[src/rtl/intr_cause_mask_pkg.sv]
package intr_cause_mask_pkg;

    localparam int unsigned REG_W  = 16;
    localparam int unsigned BYTE_W = 8;
    localparam int unsigned ADDR_W = 3;

    typedef logic [REG_W-1:0]  reg_t;
    typedef logic [ADDR_W-1:0] addr_t;

    typedef enum logic [1:0] {
        SEL_NONE  = 2'd0,
        SEL_CAUSE = 2'd1,
        SEL_MASK  = 2'd2
    } reg_sel_e;

endpackage

[src/rtl/icm_decode.sv]
module icm_decode
    import intr_cause_mask_pkg::*;
#(
    parameter addr_t CAUSE_ADDR = addr_t'(0),
    parameter addr_t MASK_ADDR  = addr_t'(1)
) (
    input  addr_t    addr_i,
    input  logic     wr_i,
    input  logic     wide_i,
    input  reg_t     wdata_i,
    output reg_sel_e sel_o,
    output logic     cause_wr_o,
    output logic     mask_wr_o,
    output reg_t     wval_o
);
    localparam int unsigned HI_W = REG_W - BYTE_W;

    always_comb begin
        if (addr_i == CAUSE_ADDR)     sel_o = SEL_CAUSE;
        else if (addr_i == MASK_ADDR) sel_o = SEL_MASK;
        else                          sel_o = SEL_NONE;
    end

    assign cause_wr_o = wr_i && (sel_o == SEL_CAUSE);
    assign mask_wr_o  = wr_i && (sel_o == SEL_MASK);

    generate
        if (HI_W > 0) begin : g_narrow
            assign wval_o = wide_i ? wdata_i : {{HI_W{1'b0}}, wdata_i[BYTE_W-1:0]};
        end else begin : g_bytewide
            logic unused_wide;
            assign unused_wide = wide_i;
            assign wval_o = wdata_i;
        end
    endgenerate
endmodule

[src/rtl/icm_cause_reg.sv]
module icm_cause_reg
    import intr_cause_mask_pkg::*;
(
    input  logic clk_i,
    input  logic rst_ni,
    input  logic wr_i,
    input  reg_t wval_i,
    input  reg_t set_i,
    output reg_t cause_o
);
    typedef struct packed {
        reg_t cause;
    } cause_st_t;

    cause_st_t st_d, st_q;

    always_comb begin
        st_d = st_q;
        if (wr_i) st_d.cause = wval_i;
        st_d.cause = st_d.cause | set_i;
    end

    always_ff @(posedge clk_i or negedge rst_ni) begin
        if (!rst_ni) st_q <= '0;
        else         st_q <= st_d;
    end

    assign cause_o = st_q.cause;

    // requested bits are present after the edge
    p_set_lands_r4: assert property (@(posedge clk_i) disable iff (!rst_ni)
        1'b1 |=> ((cause_o & $past(set_i)) == $past(set_i)));

    // without a write or set the cause holds
    p_cause_holds_r3: assert property (@(posedge clk_i) disable iff (!rst_ni)
        (!wr_i && set_i == '0) |=> $stable(cause_o));
endmodule

[src/rtl/icm_mask_reg.sv]
module icm_mask_reg
    import intr_cause_mask_pkg::*;
(
    input  logic clk_i,
    input  logic rst_ni,
    input  logic wr_i,
    input  reg_t wval_i,
    input  reg_t cause_i,
    output reg_t mask_o,
    output logic trig_o
);
    typedef struct packed {
        reg_t mask;
    } mask_st_t;

    mask_st_t st_d, st_q;
    logic     changed;
    logic     overlap;

    always_comb begin
        st_d    = st_q;
        changed = (wval_i != st_q.mask);
        overlap = |((st_q.mask | wval_i) & cause_i);
        trig_o  = wr_i && changed && overlap;
        if (wr_i) st_d.mask = wval_i;
    end

    always_ff @(posedge clk_i or negedge rst_ni) begin
        if (!rst_ni) st_q <= '0;
        else         st_q <= st_d;
    end

    assign mask_o = st_q.mask;

    // the mask only moves on a mask write
    p_mask_holds_r5: assert property (@(posedge clk_i) disable iff (!rst_ni)
        !wr_i |=> $stable(mask_o));

    // a write replaces the entire register
    p_mask_loads_r6: assert property (@(posedge clk_i) disable iff (!rst_ni)
        wr_i |=> (mask_o == $past(wval_i)));
endmodule

[src/rtl/icm_irq_gen.sv]
module icm_irq_gen
    import intr_cause_mask_pkg::*;
(
    input  logic clk_i,
    input  logic rst_ni,
    input  logic mask_trig_i,
    input  reg_t set_i,
    input  reg_t mask_i,
    output logic irq_o
);
    typedef struct packed {
        logic irq;
    } irq_st_t;

    irq_st_t st_d, st_q;
    logic    set_hit;

    always_comb begin
        set_hit    = |(set_i & mask_i);
        st_d.irq   = mask_trig_i || set_hit;
    end

    always_ff @(posedge clk_i or negedge rst_ni) begin
        if (!rst_ni) st_q <= '0;
        else         st_q <= st_d;
    end

    assign irq_o = st_q.irq;

    // a qualifying mask write pulses next cycle
    p_mask_pulse_r7: assert property (@(posedge clk_i) disable iff (!rst_ni)
        mask_trig_i |=> irq_o);

    // an enabled set request pulses next cycle
    p_set_pulse_r10: assert property (@(posedge clk_i) disable iff (!rst_ni)
        (set_i & mask_i) != '0 |=> irq_o);

    // no trigger, no pulse
    p_quiet_r8: assert property (@(posedge clk_i) disable iff (!rst_ni)
        (!mask_trig_i && (set_i & mask_i) == '0) |=> !irq_o);
endmodule

[src/rtl/intr_cause_mask.sv]
module intr_cause_mask
    import intr_cause_mask_pkg::*;
(
    input  logic        clk_i,
    input  logic        rst_ni,
    input  logic [2:0]  host_addr_i,
    input  logic        host_wr_i,
    input  logic        host_wide_i,
    input  logic [15:0] host_wdata_i,
    output logic [15:0] host_rdata_o,
    input  logic [15:0] cause_set_i,
    output logic        irq_o
);
    reg_sel_e sel;
    logic     cause_wr, mask_wr, mask_trig;
    reg_t     wval, cause_q, mask_q;

    icm_decode u_decode (
        .addr_i     (host_addr_i),
        .wr_i       (host_wr_i),
        .wide_i     (host_wide_i),
        .wdata_i    (host_wdata_i),
        .sel_o      (sel),
        .cause_wr_o (cause_wr),
        .mask_wr_o  (mask_wr),
        .wval_o     (wval)
    );

    icm_cause_reg u_cause (
        .clk_i   (clk_i),
        .rst_ni  (rst_ni),
        .wr_i    (cause_wr),
        .wval_i  (wval),
        .set_i   (cause_set_i),
        .cause_o (cause_q)
    );

    icm_mask_reg u_mask (
        .clk_i   (clk_i),
        .rst_ni  (rst_ni),
        .wr_i    (mask_wr),
        .wval_i  (wval),
        .cause_i (cause_q),
        .mask_o  (mask_q),
        .trig_o  (mask_trig)
    );

    icm_irq_gen u_irq (
        .clk_i       (clk_i),
        .rst_ni      (rst_ni),
        .mask_trig_i (mask_trig),
        .set_i       (cause_set_i),
        .mask_i      (mask_q),
        .irq_o       (irq_o)
    );

    always_comb begin
        unique case (sel)
            SEL_CAUSE: host_rdata_o = cause_q;
            SEL_MASK:  host_rdata_o = mask_q;
            default:   host_rdata_o = '0;
        endcase
    end

    // writes elsewhere leave both registers alone
    p_unmapped_r11: assert property (@(posedge clk_i) disable iff (!rst_ni)
        (host_wr_i && sel == SEL_NONE && cause_set_i == '0)
            |=> ($stable(cause_q) && $stable(mask_q)));
endmodule

[config.mk]
export PLATFORM = sky130hd
export DESIGN_NAME = intr_cause_mask
export DESIGN_NICKNAME = d
export VERILOG_FILES = /design/src/rtl/intr_cause_mask_pkg.sv /design/src/rtl/icm_decode.sv /design/src/rtl/icm_cause_reg.sv /design/src/rtl/icm_mask_reg.sv /design/src/rtl/icm_irq_gen.sv /design/src/rtl/intr_cause_mask.sv
export SDC_FILE = /design/constraint.sdc
export NUM_CORES = 1
export LEC_CHECK = 0
export BUFFER_PORTS_ARGS = -buffer_cell sky130_fd_sc_hd__buf_2
export CORE_MARGIN = 2
export CORE_UTILIZATION = 34
export DETAILED_ROUTE_END_ITERATION = 8
export GPL_TIMING_DRIVEN = 0
export PLACE_DENSITY = 0.55
export SKIP_CTS_REPAIR_TIMING = 1
export SLEW_MARGIN = 10
export SYNTH_ARGS = -nofsm -noshare
export SYNTH_HDL_FRONTEND = slang
export SYNTH_SLANG_ARGS = --single-unit
[constraint.sdc]
create_clock -name clk_i -period 4.5 [get_ports clk_i]
set_clock_uncertainty 0.1 [all_clocks]
set_input_delay 0.675 -clock clk_i [delete_from_list [all_inputs] [get_ports clk_i]]
set_output_delay 0.675 -clock clk_i [all_outputs]
set_load 0.03 [all_outputs]
# Word level (Yosys, flattened, before mapping)
# Cells that the tools add are included.
# op_classes
n_eq_ne	4
bitwise	4
mux	5
reduce_logical	8
# ops
op	count
$and A16 B16 Y16	2
$mux W16	2
$or A16 B16 Y16	2
$pmux W16 S2	1
$reduce_or A16 Y1	2
$ne A16 B16 Y1	1
$logic_and A1 B1 Y1	4
$mux W2	2
$eq A3 B1 Y1 const B	1
$logic_not A3 Y1	1
$eq A2 B1 Y1 const B	1
$eq A2 B2 Y1 const B	1
$logic_or A1 B1 Y1	1
# word_totals
regBits	33
in_bits	39
word_cells	24

# Longest topological paths before layout
# Gate-level depths: netlist (run 1).
# depth
depth_word	8
mapped_depth	7
depth_no_buf	6

# Modules after synthesis
# A second synthesis (run 1) with hierarchy kept.
# hier_totals
hier_cells	254
area_unflattened_um2	2327.2
# modules_own_cells
module	instances	area_each_um2	cells_per_inst
icm_mask_reg	1	1066.0	130
icm_cause_reg	1	670.6	51
intr_cause_mask	1	331.6	42
icm_decode	1	150.1	20
icm_irq_gen	1	108.9	11

# Worst setup path after synthesis (run 1)
# No wires, ideal clock.
# synth_timing
path_kind	input to output
startpoint	in host_addr_i[1]
endpoint	out host_rdata_o[0]
t_arrival_ns	1.625
path_buffers	1
required_ns	3.725
setup_slack_ns	2.100
cell_stages	3
path_cell_list	nor3_4 > clkbuf_1 > a22o_1
# synth_between
elab_chain_len	5
# synth_rtl
item	line_no	source
from (decl)	intr_cause_mask.sv:6	input logic [2:0] host_addr_i,
$eq A3 B1 Y1	icm_decode.sv:20	else if (addr_i == MASK_ADDR) sel_o = SEL_MASK;
$mux W2	icm_decode.sv:20	
$mux W2 *	icm_decode.sv:19	if (addr_i == CAUSE_ADDR) sel_o = SEL_CAUSE;
$eq A2 B2 Y1 or $eq A2 B1 Y1 (tied branches)	intr_cause_mask.sv:58	unique case (sel)
$pmux W16 S2 *	intr_cause_mask.sv:58	
to (decl)	intr_cause_mask.sv:10	output logic [15:0] host_rdata_o,
# Every way passes the cells marked *; elsewhere a longest branch is shown, timed or not.

# Worst setup path in the final report (run 1)
# layout_timing
startpoint	in host_addr_i[1]
endpoint	out host_rdata_o[5]
# Same word-level chain as after synthesis.

==> results of run 1 <==
==> report_power, final <==
group	total [mW]	switching, mW	internal (mW)
clock	0.251	0.113	0.138
sequential	0.358	0.0307	0.327
combinational	0.197	0.116	0.0814
total	0.806	0.259	0.547
==> final timing paths <==
check | startpoint | to | slack, ns | cells past startpoint
setup / recovery | host_addr_i[1] | host_rdata_o[5] | 1.49 | 5
hold / removal | rst_ni | u_cause.cause_o[2] | 0.35 | 1
setup reg to reg | u_mask.mask_o[4] | u_irq.irq_o | 2.69 | 6
hold reg to reg | u_cause.cause_o[14] | u_cause.cause_o[14] | 0.41 | 1
max in group asynchronous | rst_ni | u_cause.cause_o[4] | 3.46 | 1
min in group clk_i | u_cause.cause_o[14] | u_cause.cause_o[14] | 0.41 | 1
==> synth_stat cells (all sizes together) <==
cell and count:
dfrtp 33, inv 28, nand2 26, a22o 20, a211o 16, ha 16
nor2 16, o21ai 16, nor2b 12, buf 6, a2111oi 4, a221oi 4
nor4 4, clkbuf 3, nand4 3, a41o 1, nor3 1, nor3b 1
==> logic make-up (layout without fill, tap and decap cells) <==
kind of cell | after synthesis | after routing | synth area share (%)
and+or+nand+nor | 63 | 63 | 16.0
AOI/OAI and AO/OA | 61 | 61 | 24.1
buffers and inverters | 37 | 99 | 8.04
adders and majority gates | 16 | 16 | 10.1
DFF | 33 | 33 | 41.8
==> critical path: cells and delay by family <==
kind | cells | cell delay [ns]
buffers and inverters | 3 | 0.89
AND/OR/NAND/NOR | 1 | 0.41
AO/OA/AOI/OAI | 1 | 0.25
==> state kept, by name, indices dropped and copies added, names as in the netlist <==
register / cells
u_irq.irq_o: 1
u_mask.mask_o: 16
u_cause.cause_o: 16
==> routing by layer <==
metal,global-route usage [%],routed length (um),vias to the layer above
li1,-,-,869
met1,27.0,3000,867
met2,31.9,2710,46
met3,2.70,210,5
met4,5.08,52,0
met5,0,0,-
==> final cells by class <==
| cell class | instances | area, um^2 |
|---|---|---|
| sequential | 33 | 826 |
| fill | 586 | 3140 |
| tap | 72 | 90.1 |
| clock buffer | 7 | 96.3 |
| buffer | 9 | 53.8 |
| timing repair buffer | 54 | 270 |
| inverter | 28 | 105 |
| multi-input combinational | 140 | 992 |
| clock inverter | 1 | 5.00 |
==> per-stage QoR <==
stage / utilization (%) / instances / instance area, um^2 / setup slack (ns) / total power, mW
finish: 43.7 / 344 / 2440 / 1.49 / 0.806
CTS: 43.7 / 344 / 2440 / 1.49 / 0.811
global route: 43.7 / 344 / 2440 / 1.42 / 0.854
floorplan: - / 210 / 1980 / 2.10 / 0.482
detailed placement: 41.9 / 336 / 2340 / 1.49 / 0.561
global placement: 41.9 / 336 / 2340 / 1.49 / 0.559
==> impl_metrics.csv, run 1 <==
group,metric,value,unit
floorplanning,die_w,80.3,um
floorplanning,dieArea,6440,um^2
synth,synth_area,1980,um^2
timing,fin_tns_setup,0,ns
synth,yosys-top-cells-area,"sky130_fd_sc_hd__dfrtp_1 (42%), sky130_fd_sc_hd__ha_1 (10%), sky130_fd_sc_hd__a22o_1 (8.9%)",
detailed_routing,dr.first_iter.drc_count,117,
floorplanning,die_h,80.3,um
floorplanning,core,5570,um^2
layout,final_nets,326,
cts,cts_inserted_buffers,5,
cts,clockRootBuffer,"sky130_fd_sc_hd__clkbuf_8",
worst_setup_path,critPathMaxStageDelay,0.57,ns
synth,netlist-cell-type-count,21,
synth,total_nets_after_synthesis,265,
detailed_routing,routed_length_per_instance,17.4,um
floorplanning,top_level_ports,56,
cts,clock_tree_from_tritoncts,"built",
timing,whs,0.352,ns
synth,yosysWarningCount,0,
placement,place_hpwl,4290,um
power,ir_worst_vdd,0.144,mV
layout,layout_commonest_cell,"sky130_fd_sc_hd__buf_2",
synth,synthesis.area_per_instance,9.41,um^2
synth,syn-instance-count,210,
placement,io_buffers,54,
worst_setup_path,path_class,"input port to primary output",
detailed_routing,route.vias.total,1787,
power,cellLeakagePower,1.15,nW
cts,clock_tree.htree_level_count,2,
global_route,grt_pass1_vias,1783,
worst_setup_path,endpoint_kind,"primary output",
cts,clk_pin_slew,0.07,ns
worst_setup_path,cpMaxStageDelayCell,"sky130_fd_sc_hd__clkbuf_1",
layout,drive_gt1_share,26.5,%
worst_setup_path,timing.critical_path.mode_cell,"sky130_fd_sc_hd__buf_2",
worst_setup_path,cp_data_arrival_time,2.24,ns
run,maxCapViolCount,0,
layout,layout-area-overhead-vs-synth,23.4,%
timing,worst_slew_pin_slew,0.759,ns
detailed_routing,postRouteAntennaNets,0,
timing,finalCriticalPeriod,3.01,ns
hold_path,hold_path.class,"input port to async pin",
run_status,outcome,"finished clean",
synth,synth_sequential_area_ratio,41.8,%
timing,timing.final.crit_share,67.0,%
timing,report.final.slew_viol_count,0,
synth,synth_top_area_cell,"sky130_fd_sc_hd__dfrtp_1",
floorplanning,starting_density_of_the_core,35.5,%
power,powerDensity,331,nW/um^2
layout,antenna_cells_inserted,0,
floorplanning,std_cell_rows,27,
placement,place_congestion,0.849,
worst_setup_path,cp-start-kind,"input port",
detailed_routing,drt_first_pass_iters,4,
detailed_routing,detail_route.drc_violations,0,
cts,clock_insertion_delay_worst_skew,0.29,ns
timing,final-setup-viol-count,0,
cts,cts.path.max_buffers,2,
global_route,grt_usage,19.5,%
global_route,global_route_total_overflow,0,
detailed_routing,routed_wirelength,5970,um
timing,fmax,0.332,GHz
global_route,grt_first_pass_wirelength,9360,um
timing,rsz_0062_raised_after_global_routing,"no",
layout,final_cell_mix,"sky130_fd_sc_hd__buf_2 (58), sky130_fd_sc_hd__dfrtp_1 (33), sky130_fd_sc_hd__inv_1 (28)",
synth,synth_top_area_share,41.8,%
timing,timing_hold_violations_final,0,
cts,clock-sinks,33,
global_route,grt_max_degree,34,
worst_setup_path,worstPathCellList,"buf_2 -> nor3_4 -> clkbuf_1 -> a22o_1 -> buf_2",
worst_setup_path,timing.critical_path.required,3.72,ns
worst_setup_path,path_max_fanout,10,
detailed_routing,detail_route.vias_per_cell,5.19,
synth,synth-seq-cells,33,
timing,max-slew-margin-rel,49.4,%
global_route,antenna_found_initial,0,
Power figures use the tool's default switching activity.
==> inputs of run 2 (changes only) <==
Settings changed: ABC_AREA set to 1.
Clock period 4.5 ns to 2.8 ns, I/O delays scaled along.
==> impl_metrics.csv, run 2 <==
group,metric,value,unit
power,ir_worst_vdd,0.233,mV
global_route,grt_first_pass_wirelength,9240,um
layout,final_nets,404,
synth,synth_flop_cell,"sky130_fd_sc_hd__dfrtp_1",
synth,async_reset_ff_share,100,%
run_status,outcome,"finished clean",
hold_path,hold_path.class,"input port to async pin",
timing,finalCriticalPeriod,2.18,ns
timing,final-setup-viol-count,0,
detailed_routing,detail_route.vias_per_cell,4.64,
detailed_routing,route.vias.total,1971,
layout,layout_commonest_cell,"sky130_fd_sc_hd__nand2_1",
floorplanning,dieArea,6850,um^2
timing,worst_slew_pin_slew,0.772,ns
synth,yosysMostFrequentCell,"sky130_fd_sc_hd__nand2_1",
layout,final_cell_mix,"sky130_fd_sc_hd__nand2_1 (91), sky130_fd_sc_hd__buf_2 (55), sky130_fd_sc_hd__inv_1 (49)",
worst_setup_path,critPathMaxStageDelay,0.30,ns
timing,whs,0.108,ns
run,maxCapViolCount,0,
synth,syn-instance-count,288,
global_route,grt_pass1_vias,1865,
synth,synth_top_area_share,39.2,%
floorplanning,std_cell_rows,28,
power,internal_power,0.831,mW
synth,synth_area,2110,um^2
worst_setup_path,worstPathCellList,"buf_2 -> nor2_4 -> nand2_1 -> clkbuf_1 -> o21ai_0 -> buf_2",
global_route,grt_max_degree,34,
floorplanning,die_h,82.7,um
layout,layout-area-overhead-vs-synth,21.1,%
timing,max-slew-margin-rel,48.5,%
worst_setup_path,endpoint_kind,"primary output",
worst_setup_path,cp_data_arrival_time,1.66,ns
worst_setup_path,cp-start-kind,"input port",
timing,fin_tns_setup,0,ns
floorplanning,starting_density_of_the_core,35.4,%
detailed_routing,drt_first_pass_iters,4,
power,sequentialPowerShare,44.5,%
synth,synth_top_area_cell,"sky130_fd_sc_hd__dfrtp_1",
cts,clock_tree_from_tritoncts,"built",
synth,yosysWarningCount,0,
power,net_switching_power_figure,0.435,mW
placement,place_hpwl,4310,um
power,cellLeakagePower,1.33,nW
cts,clock_insertion_delay_worst_skew,0.29,ns
cts,clock_tree.htree_level_count,2,
layout,drive_gt1_share,23.4,%
worst_setup_path,path_max_fanout,10,
worst_setup_path,cpMaxStageDelayCell,"sky130_fd_sc_hd__clkbuf_1",
detailed_routing,routed_length_per_instance,13.5,um
cts,clk_pin_slew,0.07,ns
synth,synth-seq-cells,33,
worst_setup_path,timing.critical_path.mode_cell,"sky130_fd_sc_hd__buf_2",
cts,cts.path.max_buffers,2,
power,power_frac_clock,28.1,%
placement,place_congestion,0.804,
cts,cts_inserted_buffers,5,
synth,yosys-top-cells-area,"sky130_fd_sc_hd__dfrtp_1 (39%), sky130_fd_sc_hd__nand2_1 (16%), sky130_fd_sc_hd__ha_1 (9.5%)",
detailed_routing,detail_route.drc_violations,0,
worst_setup_path,timing.critical_path.required,2.28,ns
worst_setup_path,rr_worst_depth,8,
worst_setup_path,path_class,"input port to primary output",
timing,rsz_0062_raised_after_global_routing,"no",
floorplanning,top_level_ports,56,
detailed_routing,dr.first_iter.drc_count,90,
detailed_routing,routed_wirelength,5740,um
floorplanning,die_w,82.7,um
global_route,global_route_total_overflow,0,
synth,most_frequent_cells_after_synthesis,"sky130_fd_sc_hd__nand2_1 (91), sky130_fd_sc_hd__inv_1 (49), sky130_fd_sc_hd__dfrtp_1 (33)",
power,powerDensity,496,nW/um^2
power,power_frac_comb,27.4,%
timing,fmax,0.459,GHz
layout,antenna_cells_inserted,0,
cts,clock-sinks,33,
power,netSwitchingFraction,34.4,%
timing,timing.final.crit_share,77.8,%
synth,total_nets_after_synthesis,343,
global_route,antenna_found_initial,0,
timing,timing_hold_violations_final,0,
synth,netlist-cell-type-count,21,
synth,synthesis.area_per_instance,7.32,um^2
cts,clockRootBuffer,"sky130_fd_sc_hd__clkbuf_8",
placement,io_buffers,54,
detailed_routing,postRouteAntennaNets,0,
synth,synth-edff-count,0,
timing,report.final.slew_viol_count,0,
synth,synth_sequential_area_ratio,39.2,%
global_route,grt_usage,18.4,%
floorplanning,core,5960,um^2
## run 2: cell types whose count changed after synthesis, sizes merged, moves of 2 or more
| cell | previous run | this run |
|---|---|---|
| nand2 | 26 | 92 |
| o21ai | 16 | 48 |
| inv | 28 | 50 |
| a22o | 20 | 0 |
| a21oi | 0 | 18 |
| a211o | 16 | 0 |
| nor2b | 12 | 0 |
| a2111oi | 4 | 0 |
| a221oi | 4 | 0 |
| nor4 | 4 | 0 |
| nand3 | 0 | 2 |
## run 2: power groups by stage
stage | Sequential, mW | Combinational, mW | Clock, mW
6_report | 0.563 | 0.347 | 0.356
5_1_grt | 0.571 | 0.404 | 0.386
4_1_cts | 0.563 | 0.354 | 0.362
3_5_place_dp | 0.572 | 0.353 | 0
3_3_place_gp | 0.571 | 0.348 | 0
2_1_floorplan | 0.570 | 0.229 | 0
## run 2: cell type report
class                           count  area, um^2
Inverter                           50         188
Tap cell                           75        93.8
Clock buffer                        8        80.1
Sequential cell                    33         826
Fill cell                         648        3400
Timing Repair Buffer               54         270
Buffer                              9        61.3
Multi-Input combinational cell    196        1030
## run 2: per-stage QoR
stage               setup slack (ns)  power, mW  area (um^2)  std cells  utilization, %
detailed placement             0.612      0.925         2470        417            41.5
finish                         0.623       1.27         2550        425            42.9
CTS                            0.610       1.28         2550        425            42.9
global route                   0.467       1.36         2550        425            42.9
global placement               0.625      0.919         2470        417            41.5
floorplan                      0.759      0.799         2110        288               -
## run 2: worst paths after layout
check                                       start  slack (ns)                   to
worst min register to register  u_mask.mask_o[14]        0.41    u_mask.mask_o[14]
max in group asynchronous                  rst_ni        2.00  u_cause.cause_o[12]
worst max-delay path               host_addr_i[1]        0.62      host_rdata_o[6]
worst max register to register   u_mask.mask_o[4]        1.38          u_irq.irq_o
worst min-delay path                       rst_ni        0.11     u_mask.mask_o[1]
min in group clk_i                 cause_set_i[5]        0.25   u_cause.cause_o[5]
## run 2: worst max-delay path, delay by kind of cell
family                 cells  cell delay [ns]
buffers and inverters      3             0.65
and+or+nand+nor            2             0.30
AOI/OAI and AO/OA          1             0.28
## run 2: logic make-up (layout without fill, tap and decap cells)
logic type / after synthesis / count (layout) / share of synthesized area, %
and+or+nand+nor: 114 / 114 / 21.7
buffers and inverters: 59 / 121 / 11.8
AOI/OAI and AO/OA: 66 / 66 / 17.8
adders and majority gates: 16 / 16 / 9.50
DFF: 33 / 33 / 39.2
## run 2: routing by layer
metal / vias to the layer above / GRT usage (%) / part of all wire, %
met2: 34 / 29.6 / 48
met1: 907 / 25.0 / 47
li1: 1024 / - / -
met4: 0 / 5.41 / 1.3
met3: 6 / 3.70 / 3.5
met5: - / 0 / 0
==> inputs of run 3 (changes only) <==
Settings changed: ABC_AREA 1 to 0.
Clock period 2.8 ns to 2.2 ns, I/O delays scaled along.
==> impl_metrics.csv, run 3 (synthesis results as in run 1) <==
group,metric,value,unit
layout,final_cell_mix,"sky130_fd_sc_hd__buf_2 (58), sky130_fd_sc_hd__dfrtp_1 (33), sky130_fd_sc_hd__inv_1 (28)",
cts,clk_pin_slew,0.07,ns
detailed_routing,dr.first_iter.drc_count,117,
cts,clock_insertion_delay_worst_skew,0.29,ns
worst_setup_path,endpoint_kind,"primary output",
floorplanning,die_w,80.3,um
global_route,grt_usage,19.5,%
power,ir_worst_vdd,0.294,mV
placement,place_hpwl,4290,um
run_status,outcome,"finished clean",
timing,max-slew-margin-rel,49.5,%
cts,clock_tree.htree_level_count,2,
cts,clock_tree_from_tritoncts,"built",
global_route,grt_first_pass_wirelength,9360,um
layout,antenna_cells_inserted,0,
detailed_routing,drt_first_pass_iters,4,
layout,layout.filler_cells,587,
power,powerDensity,674,nW/um^2
layout,drive_gt1_share,26.8,%
floorplanning,die_h,80.3,um
placement,io_buffers,54,
layout,layout-area-overhead-vs-synth,23.4,%
run,maxCapViolCount,0,
floorplanning,top_level_ports,56,
floorplanning,core,5570,um^2
worst_setup_path,path_class,"input port to primary output",
cts,cts.path.max_buffers,2,
floorplanning,std_cell_rows,27,
placement,place_congestion,0.849,
hold_path,hold_path.class,"input port to async pin",
timing,worst_slew_pin_slew,0.757,ns
floorplanning,starting_density_of_the_core,35.5,%
worst_setup_path,timing.critical_path.required,1.77,ns
power,cellLeakagePower,1.15,nW
global_route,grt_pass1_vias,1783,
cts,clock-sinks,33,
floorplanning,dieArea,6440,um^2
worst_setup_path,path_max_fanout,10,
detailed_routing,detail_route.drc_violations,0,
layout,layout_commonest_cell,"sky130_fd_sc_hd__buf_2",
layout,final_nets,326,
cts,cts_inserted_buffers,5,
detailed_routing,detail_route.vias_per_cell,5.19,
timing,final-setup-viol-count,0,
timing,report.final.slew_viol_count,0,
placement,placed_cells,336,
cts,clockRootBuffer,"sky130_fd_sc_hd__clkbuf_8",
layout,final_cell_count_no_fill,344,
global_route,grt_max_degree,34,
global_route,global_route_total_overflow,0,
worst_setup_path,cp_data_arrival_time,1.67,ns
timing,finalCriticalPeriod,2.10,ns
timing,rsz_0062_raised_after_global_routing,"no",
timing,timing.final.crit_share,95.4,%
layout,final_core_util,43.8,%
timing,timing_hold_violations_final,0,
worst_setup_path,cp-start-kind,"input port",
detailed_routing,routed_length_per_instance,17.2,um
detailed_routing,postRouteAntennaNets,0,
detailed_routing,routed_wirelength,5930,um
timing,fmax,0.477,GHz
global_route,antenna_found_initial,0,
detailed_routing,route.vias.total,1787,
run 3: layer usage:
metal  vias to the layer above  share of wire, %  GRT usage (%)
li1                        871                 -              -
met1                       860                48           27.0
met2                        51                46           31.9
met3                         5               4.7           2.70
met4                         0              0.88           5.08
met5                         -                 0              0
run 3: path summary, 6_finish.rpt:
path | from | to | slack [ns] | depth (start not counted)
setup / recovery | host_addr_i[1] | host_rdata_o[7] | 0.10 | 5
hold / removal | rst_ni | u_cause.cause_o[2] | 0.007 | 1
setup reg to reg | u_mask.mask_o[4] | u_irq.irq_o | 0.37 | 6
hold reg to reg | u_cause.cause_o[14] | u_cause.cause_o[14] | 0.41 | 1
max in group asynchronous | rst_ni | u_cause.cause_o[4] | 1.50 | 1
min in group clk_i | cause_set_i[13] | u_cause.cause_o[13] | 0.15 | 2
run 3: where the power goes:
| part | total (mW) | switching [mW] | internal (mW) |
|---|---|---|---|
| registers | 0.732 | 0.0625 | 0.669 |
| logic | 0.402 | 0.236 | 0.167 |
| clock network | 0.511 | 0.228 | 0.283 |
| total | 1.65 | 0.526 | 1.12 |
run 3: final cells by class:
class / count / area, um^2 / share of cell area, %
Sequential cell: 33 / 826 / 33.8
Clock inverter: 1 / 5.00 / 0.205
Clock buffer: 7 / 96.3 / 3.95
Buffer: 9 / 55.1 / 2.26
Multi-Input combinational cell: 140 / 992 / 40.7
Inverter: 28 / 105 / 4.31
Tap cell: 72 / 90.1 / 3.69
Timing Repair Buffer: 54 / 270 / 11.1
run 3: critical path, stage by stage:
cell and delay, ns:
sky130_fd_sc_hd__buf_2 0.13, sky130_fd_sc_hd__nor3b_4 0.46, sky130_fd_sc_hd__buf_2 0.37, sky130_fd_sc_hd__a22o_1 0.18, sky130_fd_sc_hd__buf_2 0.19
run 3: stage by stage:
step	area [um^2]	worst slack (ns)	setup TNS (ns)	power [mW]	hold WS, ns
finish	2440	0.102	0	1.65	0.00687
global route	2440	0.0170	0	1.75	0.0821
CTS	2440	-0.123	-1.09	1.66	0.0383
detailed placement	2340	-0.125	-1.08	1.15	0.352
global placement	2340	-0.119	-1.07	1.14	0.352
floorplan	1980	0.465	0	0.985	-0.0656
